<file path="src/rtl/owbs_pkg.sv">
package owbs_pkg;

    typedef enum logic [2:0] {
        ST_IDLE,
        ST_SLOT,
        ST_RST_LOW,
        ST_PRES_WAIT,
        ST_PRES_DRIVE,
        ST_RECOVER
    } owbs_state_e;

    typedef struct packed {
        logic is_send;
        logic send_bit;
    } owbs_slot_cfg_t;

    function automatic int unsigned umax(input int unsigned a, input int unsigned b);
        return (a > b) ? a : b;
    endfunction

    function automatic int unsigned cnt_bits(input int unsigned v);
        return (v < 2) ? 1 : $clog2(v + 1);
    endfunction

endpackage

</file>
<file path="src/rtl/owbs_edge.sv">
module owbs_edge (
    input  logic clk,
    input  logic rst,
    input  logic line_i,
    output logic fall_o,
    output logic rise_o
);
    logic prev_q;

    always_ff @(posedge clk) begin
        if (rst) prev_q <= 1'b1;
        else     prev_q <= line_i;
    end

    assign fall_o = prev_q & ~line_i;
    assign rise_o = ~prev_q & line_i;

    // a fall must be separated from the next one by a rise
    p_fall_once_r4: assert property (@(posedge clk) disable iff (rst)
        fall_o |=> !fall_o);

endmodule

</file>
<file path="src/rtl/owbs_low_timer.sv">
module owbs_low_timer #(
    parameter int unsigned CW    = 9,
    parameter int unsigned LIMIT = 480
) (
    input  logic clk,
    input  logic rst,
    input  logic tick_i,
    input  logic line_i,
    output logic hit_o
);
    logic [CW-1:0] cnt_q;

    always_ff @(posedge clk) begin
        if (rst || line_i)                       cnt_q <= '0;
        else if (tick_i && cnt_q != CW'(LIMIT))  cnt_q <= cnt_q + 1'b1;
    end

    assign hit_o = (cnt_q == CW'(LIMIT));

    // a reset indication needs the line low on the previous clock
    p_hit_needs_low_r2: assert property (@(posedge clk) disable iff (rst)
        hit_o |-> !$past(line_i));

endmodule

</file>
<file path="src/rtl/owbs_phase_timer.sv">
module owbs_phase_timer #(
    parameter int unsigned CW   = 9,
    parameter int unsigned MAXV = 480
) (
    input  logic          clk,
    input  logic          rst,
    input  logic          tick_i,
    input  logic          clr_i,
    output logic [CW-1:0] cnt_o
);
    logic [CW-1:0] cnt_q;

    always_ff @(posedge clk) begin
        if (rst || clr_i)                       cnt_q <= '0;
        else if (tick_i && cnt_q != CW'(MAXV))  cnt_q <= cnt_q + 1'b1;
    end

    assign cnt_o = cnt_q;

    // timing only advances on a microsecond tick
    p_step_on_tick_r5: assert property (@(posedge clk) disable iff (rst)
        (!clr_i && !tick_i) |=> $stable(cnt_o));

endmodule

</file>
<file path="src/rtl/owbs_slave.sv">
module owbs_slave #(
    parameter int unsigned RESET_MIN_US = 480,
    parameter int unsigned PRES_WAIT_US = 30,
    parameter int unsigned PRES_LOW_US  = 120,
    parameter int unsigned SAMPLE_US    = 30,
    parameter int unsigned HOLD0_US     = 45
) (
    input  logic clk,
    input  logic rst,
    input  logic us_tick,
    input  logic line_in,
    input  logic tx_mode,
    input  logic tx_bit,
    output logic pull_low,
    output logic rx_bit,
    output logic rx_valid
);
    import owbs_pkg::*;

    localparam int unsigned SLOT_DONE_US = umax(HOLD0_US, SAMPLE_US + 1);
    localparam int unsigned TOP_US = umax(umax(RESET_MIN_US, PRES_LOW_US),
                                          umax(PRES_WAIT_US, SLOT_DONE_US));
    localparam int unsigned CW = cnt_bits(TOP_US);

    owbs_state_e    state_q, state_d;
    owbs_slot_cfg_t cfg_q, cfg_d;
    logic           fall, rise, reset_hit, phase_clr, sample_now;
    logic [CW-1:0]  phase_cnt;
    logic           rx_bit_q, rx_valid_q;

    owbs_edge u_edge (
        .clk    (clk),
        .rst    (rst),
        .line_i (line_in),
        .fall_o (fall),
        .rise_o (rise)
    );

    owbs_low_timer #(.CW(CW), .LIMIT(RESET_MIN_US)) u_low (
        .clk    (clk),
        .rst    (rst),
        .tick_i (us_tick),
        .line_i (line_in),
        .hit_o  (reset_hit)
    );

    owbs_phase_timer #(.CW(CW), .MAXV(TOP_US)) u_phase (
        .clk    (clk),
        .rst    (rst),
        .tick_i (us_tick),
        .clr_i  (phase_clr),
        .cnt_o  (phase_cnt)
    );

    always_comb begin
        state_d = state_q;
        cfg_d   = cfg_q;
        if (reset_hit && state_q != ST_RST_LOW) begin
            state_d = ST_RST_LOW;
        end else begin
            unique case (state_q)
                ST_IDLE: if (fall) begin
                    state_d       = ST_SLOT;
                    cfg_d.is_send = tx_mode;
                    cfg_d.send_bit = tx_bit;
                end
                ST_SLOT: if (phase_cnt >= CW'(SLOT_DONE_US) && line_in)
                    state_d = ST_IDLE;
                ST_RST_LOW: if (rise)
                    state_d = ST_PRES_WAIT;
                ST_PRES_WAIT: if (phase_cnt >= CW'(PRES_WAIT_US))
                    state_d = ST_PRES_DRIVE;
                ST_PRES_DRIVE: if (phase_cnt >= CW'(PRES_LOW_US))
                    state_d = ST_RECOVER;
                ST_RECOVER: if (line_in)
                    state_d = ST_IDLE;
                default: state_d = ST_IDLE;
            endcase
        end
    end

    assign phase_clr  = (state_d != state_q);
    assign sample_now = (state_q == ST_SLOT) && (state_d == ST_SLOT) && !cfg_q.is_send
                        && us_tick && (phase_cnt == CW'(SAMPLE_US - 1));

    always_ff @(posedge clk) begin
        if (rst) begin
            state_q    <= ST_IDLE;
            cfg_q      <= '0;
            rx_bit_q   <= 1'b0;
            rx_valid_q <= 1'b0;
        end else begin
            state_q    <= state_d;
            cfg_q      <= cfg_d;
            rx_valid_q <= sample_now;
            if (sample_now) rx_bit_q <= line_in;
        end
    end

    assign pull_low = (state_q == ST_PRES_DRIVE)
                   || ((state_q == ST_SLOT) && cfg_q.is_send && !cfg_q.send_bit
                       && (phase_cnt < CW'(HOLD0_US)));
    assign rx_bit   = rx_bit_q;
    assign rx_valid = rx_valid_q;

    p_strobe_single_r4: assert property (@(posedge clk) disable iff (rst)
        rx_valid |=> !rx_valid);

    p_no_strobe_send_r9: assert property (@(posedge clk) disable iff (rst)
        rx_valid |-> $past(state_q == ST_SLOT && !cfg_q.is_send));

    p_abort_release_r8: assert property (@(posedge clk) disable iff (rst)
        (reset_hit && state_q != ST_RST_LOW) |=> (state_q == ST_RST_LOW && !pull_low));

    p_cfg_held_r7: assert property (@(posedge clk) disable iff (rst)
        (state_q == ST_SLOT && $past(state_q) == ST_SLOT) |-> $stable(cfg_q));

endmodule

</file>
<file path="config.mk">
export PLATFORM = sky130hd
export DESIGN_NAME = owbs_slave
export DESIGN_NICKNAME = d
export VERILOG_FILES = /design/src/rtl/owbs_pkg.sv /design/src/rtl/owbs_edge.sv /design/src/rtl/owbs_low_timer.sv /design/src/rtl/owbs_phase_timer.sv /design/src/rtl/owbs_slave.sv
export SDC_FILE = /design/constraint.sdc
export NUM_CORES = 1
export LEC_CHECK = 0
export CORE_ASPECT_RATIO = 1.75
export CORE_UTILIZATION = 30
export CTS_CLUSTER_DIAMETER = 200
export DETAILED_ROUTE_END_ITERATION = 10
export DONT_BUFFER_PORTS = 1
export PLACE_DENSITY = 0.55
export SLEW_MARGIN = 10
export SYNTH_ARGS = -nofsm -noshare
export SYNTH_HDL_FRONTEND = slang
export SYNTH_SLANG_ARGS = --single-unit
export TNS_END_PERCENT = 100
</file>
<file path="constraint.sdc">
create_clock -name clk -period 1.8 [get_ports clk]
set_clock_uncertainty 0.1 [all_clocks]
set_input_delay 0.09 -clock clk [delete_from_list [all_inputs] [get_ports clk]]
set_output_delay 0.09 -clock clk [all_outputs]
set_load 0.03 [all_outputs]
</file>
==> impl_metrics.tcl, run 1 <==
set metrics [dict create \
    status "finished with violations" \
    violations "negative hold slack, negative setup slack" \
    power.total_w 0.00123 \
    fin_tns_setup_ns -0.765 \
    crit_end "pull_low" \
    synthArstFlopShare 0 \
    synth_edf_count 0 \
    r2r-start "u_phase.cnt_o[4]" \
    synth_seq_cells 26 \
    synth_cells 177 \
    gr-usage-all-layers 0.181 \
    whs_ns -0.0100 \
    clkTransAtPathRegs_ns 0.10 \
    syn_nets 189 \
    overflow 0 \
    worstPathRequired_ns 1.61 \
    ys_types 43 \
    p_clk_frac 0.403 \
    drive_above_1_share 0.329 \
    diodes 0 \
    fin_crit_ns 1.92 \
    end_kind "output port" \
    reg2reg_depth 8 \
    vias_per_cell 5.34 \
    syn_to_final_growth_pct 38.6 \
    power_frac_comb 0.116 \
    hold_class "input port to flip-flop" \
    p_switching_w 0.000282 \
    ir_drop_mv 0.618 \
    syn_area_um2 1480 \
    syn_area_per_cell_um2 8.38 \
    finalMaxSlewViolations 0 \
    clock-sinks 26 \
    fin_nets 232 \
    io_pins 9 \
    cts_root_buf "clkbuf_8" \
    seqPwrFrac 0.482 \
    max-clock-path-buffers 2 \
    initial_core_util 0.315 \
    layout_commonest_cell "buf_4" \
    max_freq_ghz 0.521 \
    powerDensity_nw_per_um2 599 \
    htreeDepth 1 \
    switching_share 0.229 \
    clk_latency_ns 0.28 \
    ant_nets 0 \
    total_leakage_power_nw 0.796 \
    cap_violations 0 \
    yosysSeqAreaShare 0.351 \
    fp-row-count 33 \
    via_count 1447 \
    fin_ws_ns -0.120 \
    hold_violations 1 \
    numCtsBuffers 3 \
    cp-startpoint "u_phase.cnt_o[4]" \
    p_int_w 0.000948 \
    grt_pass1_vias 1509 \
    tightestPinTransition_ns 0.412 \
    io_buffers 0 \
    antenna_found_initial 0 \
    ys_warn_count 0 \
    layout_common_cells "buf_4 (39), dfxtp_1 (21), nor2_1 (20)" \
    synth_flop_cell "dfxtp_1" \
    cp-start-kind "flip-flop" \
    routed_wl_um 4010 \
    die_x_um 55.1 \
    die_area_um2 5240 \
    core_um2 4710 \
    drt_first_pass_iters 4 \
    regToRegSetupSlack_ns -0.12 \
    worstPathArrival_ns 1.73 \
    setup_viol 10 \
    critPathMaxFanout 5 \
    dp_hpwl_um 2650 \
    wl_per_cell_um 14.8 \
    rsz0062_at_grt "yes" \
    drc 0 \
    cts_tree "done" \
    finalWeightedCongestion 0.860 \
    min_period_over_period 1.07 \
    drt_iter0_drc 27 \
    grt_pass1_wl_um 6820 \
    timing.rr.end "u_phase.cnt_o[6]" \
    fp.dieH_um 95 \
    critPathKind "flip-flop to output port" \
    slew_headroom 0.721 \
    grt_max_degree 16 \
]
-- power groups by stage --
stage	combinational, W	clock, W	sequential, W
3_3_place_gp	0.0000966	0	0.000608
2_1_floorplan	0.0000683	0	0.000606
4_1_cts	0.000139	0.000499	0.000594
6_report	0.000142	0.000495	0.000592
3_5_place_dp	0.0000976	0	0.000609
5_1_grt	0.000156	0.000518	0.000594
-- cell type report --
type | count | area (um^2)
Fill cell | 494 | 2650
Clock inverter | 1 | 30.0
Sequential cell | 26 | 534
Tap cell | 52 | 65.1
Clock buffer | 3 | 41.3
Inverter | 7 | 26.3
Multi-Input combinational cell | 136 | 992
Timing Repair Buffer | 46 | 365
-- cell usage after synthesis (all sizes together), types with 5 or more instances --
master  count  area [um^2]
nand2      10         37.5
mux2i       5         50.1
a21oi      15         75.1
nand4       9         56.3
xnor2       6         52.6
nor2       20         75.1
dfxtp      26          521
nand3      11         55.1
inv         7         26.3
xor2        7         61.3
buf         7         47.5
nor3        6         30.0
ha          6         75.1
-- through the flow --
stage          utilization  setup slack (ns)  std cells  instance area, um^2
2_1_floorplan            -           -0.0166        177                 1490
3_3_place_gp         0.373            -0.108        254                 1760
3_5_place_dp         0.373            -0.146        254                 1760
4_1_cts              0.431           -0.0894        270                 2030
5_1_grt              0.436            -0.228        271                 2050
6_report             0.436            -0.120        271                 2050
-- per-layer routing --
layer  vias to the layer above  GRT usage  routed length [um]
li1                        718          -                   -
met1                       687      0.193                1550
met2                        31      0.318                2210
met3                        11     0.0209                  88
met4                         0      0.106                 165
met5                         -          0                   0
-- how the worst min path moves through the flow --
stage	start	cells after the start	endpoint
2_1_floorplan	rst	1	state_q[1]
3_3_place_gp	rst	1	cfg_q[1]
3_5_place_dp	rst	1	state_q[1]
4_1_cts	us_tick	3	u_phase.cnt_o[3]
5_1_grt	us_tick	3	u_phase.cnt_o[6]
6_report	us_tick	3	u_phase.cnt_o[3]
-- state kept, by name (all words and copies together) (netlist names) --
register / count
u_low.cnt_q: 9
u_phase.cnt_o: 9
state_q: 3
cfg_q: 2
rx_bit: 1
rx_valid: 1
u_edge.prev_q: 1
-- cell families after synthesis --
kind of cell / after synthesis / share of synthesized area
buffers and inverters: 17 / 0.0574
AND/OR/NAND/NOR: 83 / 0.308
multiplexers: 5 / 0.0338
flip-flops: 26 / 0.351
XOR/XNOR: 13 / 0.0768
adder cells (fa/ha/maj): 6 / 0.0506
AO/OA/AOI/OAI: 27 / 0.122
-- critical path, cell delays in order (launching register included) --
cell and delay [ns]:
dfxtp_4 0.37, buf_4 0.14, nand2_2 0.04, nand4_1 0.14, or4_4 0.45, a21oi_2 0.16, buf_6 0.14
-- timing repair --
action,4_1_cts,5_1_grt
hold buffers,5,0
setup endpoints to repair,10,11
hold endpoints to repair,12,0
cloned,2,0
resized for setup,20,6
buffers inserted,5,1
pin swaps,6,4
Power figures use the tool's default switching activity.
==> inputs of run 2 (changes only) <==
--- a/config.mk
+++ b/config.mk
@@ -5,11 +5,13 @@
 export SDC_FILE = /design/constraint.sdc
 export NUM_CORES = 1
 export LEC_CHECK = 0
+export CAP_MARGIN = 20
 export CORE_ASPECT_RATIO = 1.75
 export CORE_UTILIZATION = 30
 export CTS_CLUSTER_DIAMETER = 200
 export DETAILED_ROUTE_END_ITERATION = 10
 export DONT_BUFFER_PORTS = 1
+export GPL_TIMING_DRIVEN = 1
 export PLACE_DENSITY = 0.55
 export SLEW_MARGIN = 10
 export SYNTH_ARGS = -nofsm -noshare
==> constraint.sdc (replaced) <==
create_clock -name clk -period 1.75 [get_ports clk]
set_clock_uncertainty 0.1 [all_clocks]
set_input_delay 0.0875 -clock clk [delete_from_list [all_inputs] [get_ports clk]]
set_output_delay 0.0875 -clock clk [all_outputs]
set_load 0.03 [all_outputs]
==> run 2 against run 1 <==
- global-route usage increased by 0.099 points
- die area unchanged
- total power decreased by 5.2%
- via count increased by 0.48%
- sequential cell count unchanged
- count of clock-buffer cells in the layout increased by 1
- cell count increased by 0.74%
- critical path type is now flip-flop to flip-flop
- clock power decreased by 21%
- hold slack improved by 0.026 ns
- critical path depth increased by 1
- sequential share of layout area decreased by 0.68 points
- the flow finishes with violations (negative setup slack)
- sequential power increased by 3%
==> impl_metrics.tcl, run 2 (synthesis results as in run 1) <==
set metrics [dict create \
    status "finished with violations" \
    violations "negative setup slack" \
    cts_root_buf "clkbuf_8" \
    drt-met1-wl_um 1500 \
    max_freq_ghz 0.527 \
    wl_per_cell_um 15.2 \
    clock-sinks 26 \
    diodes 0 \
    worstPathArrival_ns 2.01 \
    overflow 0 \
    layout.cells.non_filler 273 \
    drive_above_1_share 0.371 \
    fin_ws_ns -0.148 \
    fin_nets 234 \
    clkTransAtPathRegs_ns 0.09 \
    fin_tns_setup_ns -1.18 \
    regToRegSetupSlack_ns -0.15 \
    hold_violations 0 \
    critPathKind "flip-flop to flip-flop" \
    via_count 1454 \
    drt_iter0_drc 17 \
    critPathMaxFanout 6 \
    io_buffers 0 \
    cts_tree "done" \
    powerDensity_nw_per_um2 551 \
    grt_pass1_wl_um 6730 \
    cap_violations 0 \
    core_um2 4710 \
    top_layer "met4" \
    clk_latency_ns 0.27 \
    finalWeightedCongestion 0.798 \
    fp-row-count 33 \
    total_leakage_power_nw 0.810 \
    met3_length_um 53 \
    numCtsBuffers 3 \
    layout_common_cells "buf_4 (38), nor2_1 (20), dfxtp_1 (18)" \
    worstPathRequired_ns 1.86 \
    fin_crit_ns 1.90 \
    io_pins 9 \
    syn_to_final_growth_pct 42.6 \
    die_area_um2 5240 \
    tightestPinTransition_ns 0.318 \
    ir_drop_mv 0.634 \
    max-clock-path-buffers 2 \
    gr-usage-all-layers 0.182 \
    end_kind "flip-flop" \
    rsz0062_at_grt "yes" \
    drc 0 \
    hold_class "input port to flip-flop" \
    ant_nets 0 \
    power.total_w 0.00117 \
    die_x_um 55.1 \
    drt_first_pass_iters 4 \
    layout_commonest_cell "buf_4" \
    fp.dieH_um 95 \
    place_inst 256 \
    initial_core_util 0.315 \
    finalMaxSlewViolations 0 \
    dp_hpwl_um 2880 \
    antenna_found_initial 0 \
    htreeDepth 1 \
    vias_per_cell 5.33 \
    setup_viol 11 \
    grt_pass1_vias 1524 \
    routed_wl_um 4150 \
    cp-start-kind "flip-flop" \
    slew_headroom 0.785 \
    min_period_over_period 1.08 \
    grt_max_degree 15 \
    dr_wl_met2_um 2440 \
]
[run 2: changes by cell type in the layout (fill, tap and decap cells not counted), moves of 2 or more]
cell and delta:
a21oi_1 -2, a21oi_2 +2, buf_6 +2, dfxtp_1 -3, dfxtp_2 +4, ha_1 -2, ha_4 +2
[run 2: worst max-delay path, stage by stage, from the launching register on]
cell and delay, ns:
dfxtp_4 0.39, nand4_1 0.14, nand4_1 0.15, buf_4 0.17, o41ai_4 0.34, buf_4 0.22
o211ai_4 0.13, a22oi_2 0.20
[run 2: cell type report]
| cell class | instances | area, um^2 |
|---|---|---|
| inverters | 7 | 26.3 |
| repair buffers | 48 | 390 |
| multi-input cells | 136 | 1040 |
| clock buffers | 4 | 55.1 |
| well taps | 52 | 65.1 |
| flip-flops and latches | 26 | 536 |
| fillers | 498 | 2590 |
[run 2: routing by layer]
| metal | track usage | vias up |
|---|---|---|
| li1 | - | 719 |
| met1 | 0.165 | 698 |
| met2 | 0.344 | 26 |
| met3 | 0.0258 | 11 |
| met4 | 0.113 | 0 |
| met5 | 0 | - |
[run 2: final timing paths]
path | start | cells after the start | to
max reg2reg | u_phase.cnt_o[5] | 7 | u_phase.cnt_o[6]
min reg2reg | cfg_q[0] | 2 | cfg_q[0]
max | u_phase.cnt_o[5] | 7 | u_phase.cnt_o[6]
min | us_tick | 3 | u_phase.cnt_o[4]
[run 2: timing repair]
item / in CTS / in global routing
buffers inserted: 5 / 0
hold buffers: 6 / 0
resized for setup: 26 / 8
hold endpoints to repair: 12 / 0
setup endpoints to repair: 10 / 12
gates cloned: 2 / 0
pin swaps: 10 / 4
[run 2: metrics by stage]
step                hold WS, ns  setup slack, ns  utilization  instance area [um^2]
CTS                      0.0103           -0.143        0.441                  2080
global placement         0.0599           -0.156        0.381                  1790
detailed placement       0.0608           -0.210        0.381                  1790
floorplan                0.0566          -0.0537            -                  1510
finish                   0.0163           -0.148        0.449                  2110
global route             0.0382           -0.197        0.449                  2110
[run 2: where the power goes]
part	switching, W	internal [W]	leakage, nW
logic	0.0000828	0.0000804	0.566
clock network	0.000192	0.000201	0.0288
registers	0.00000943	0.000599	0.215
total	0.000284	0.000881	0.810
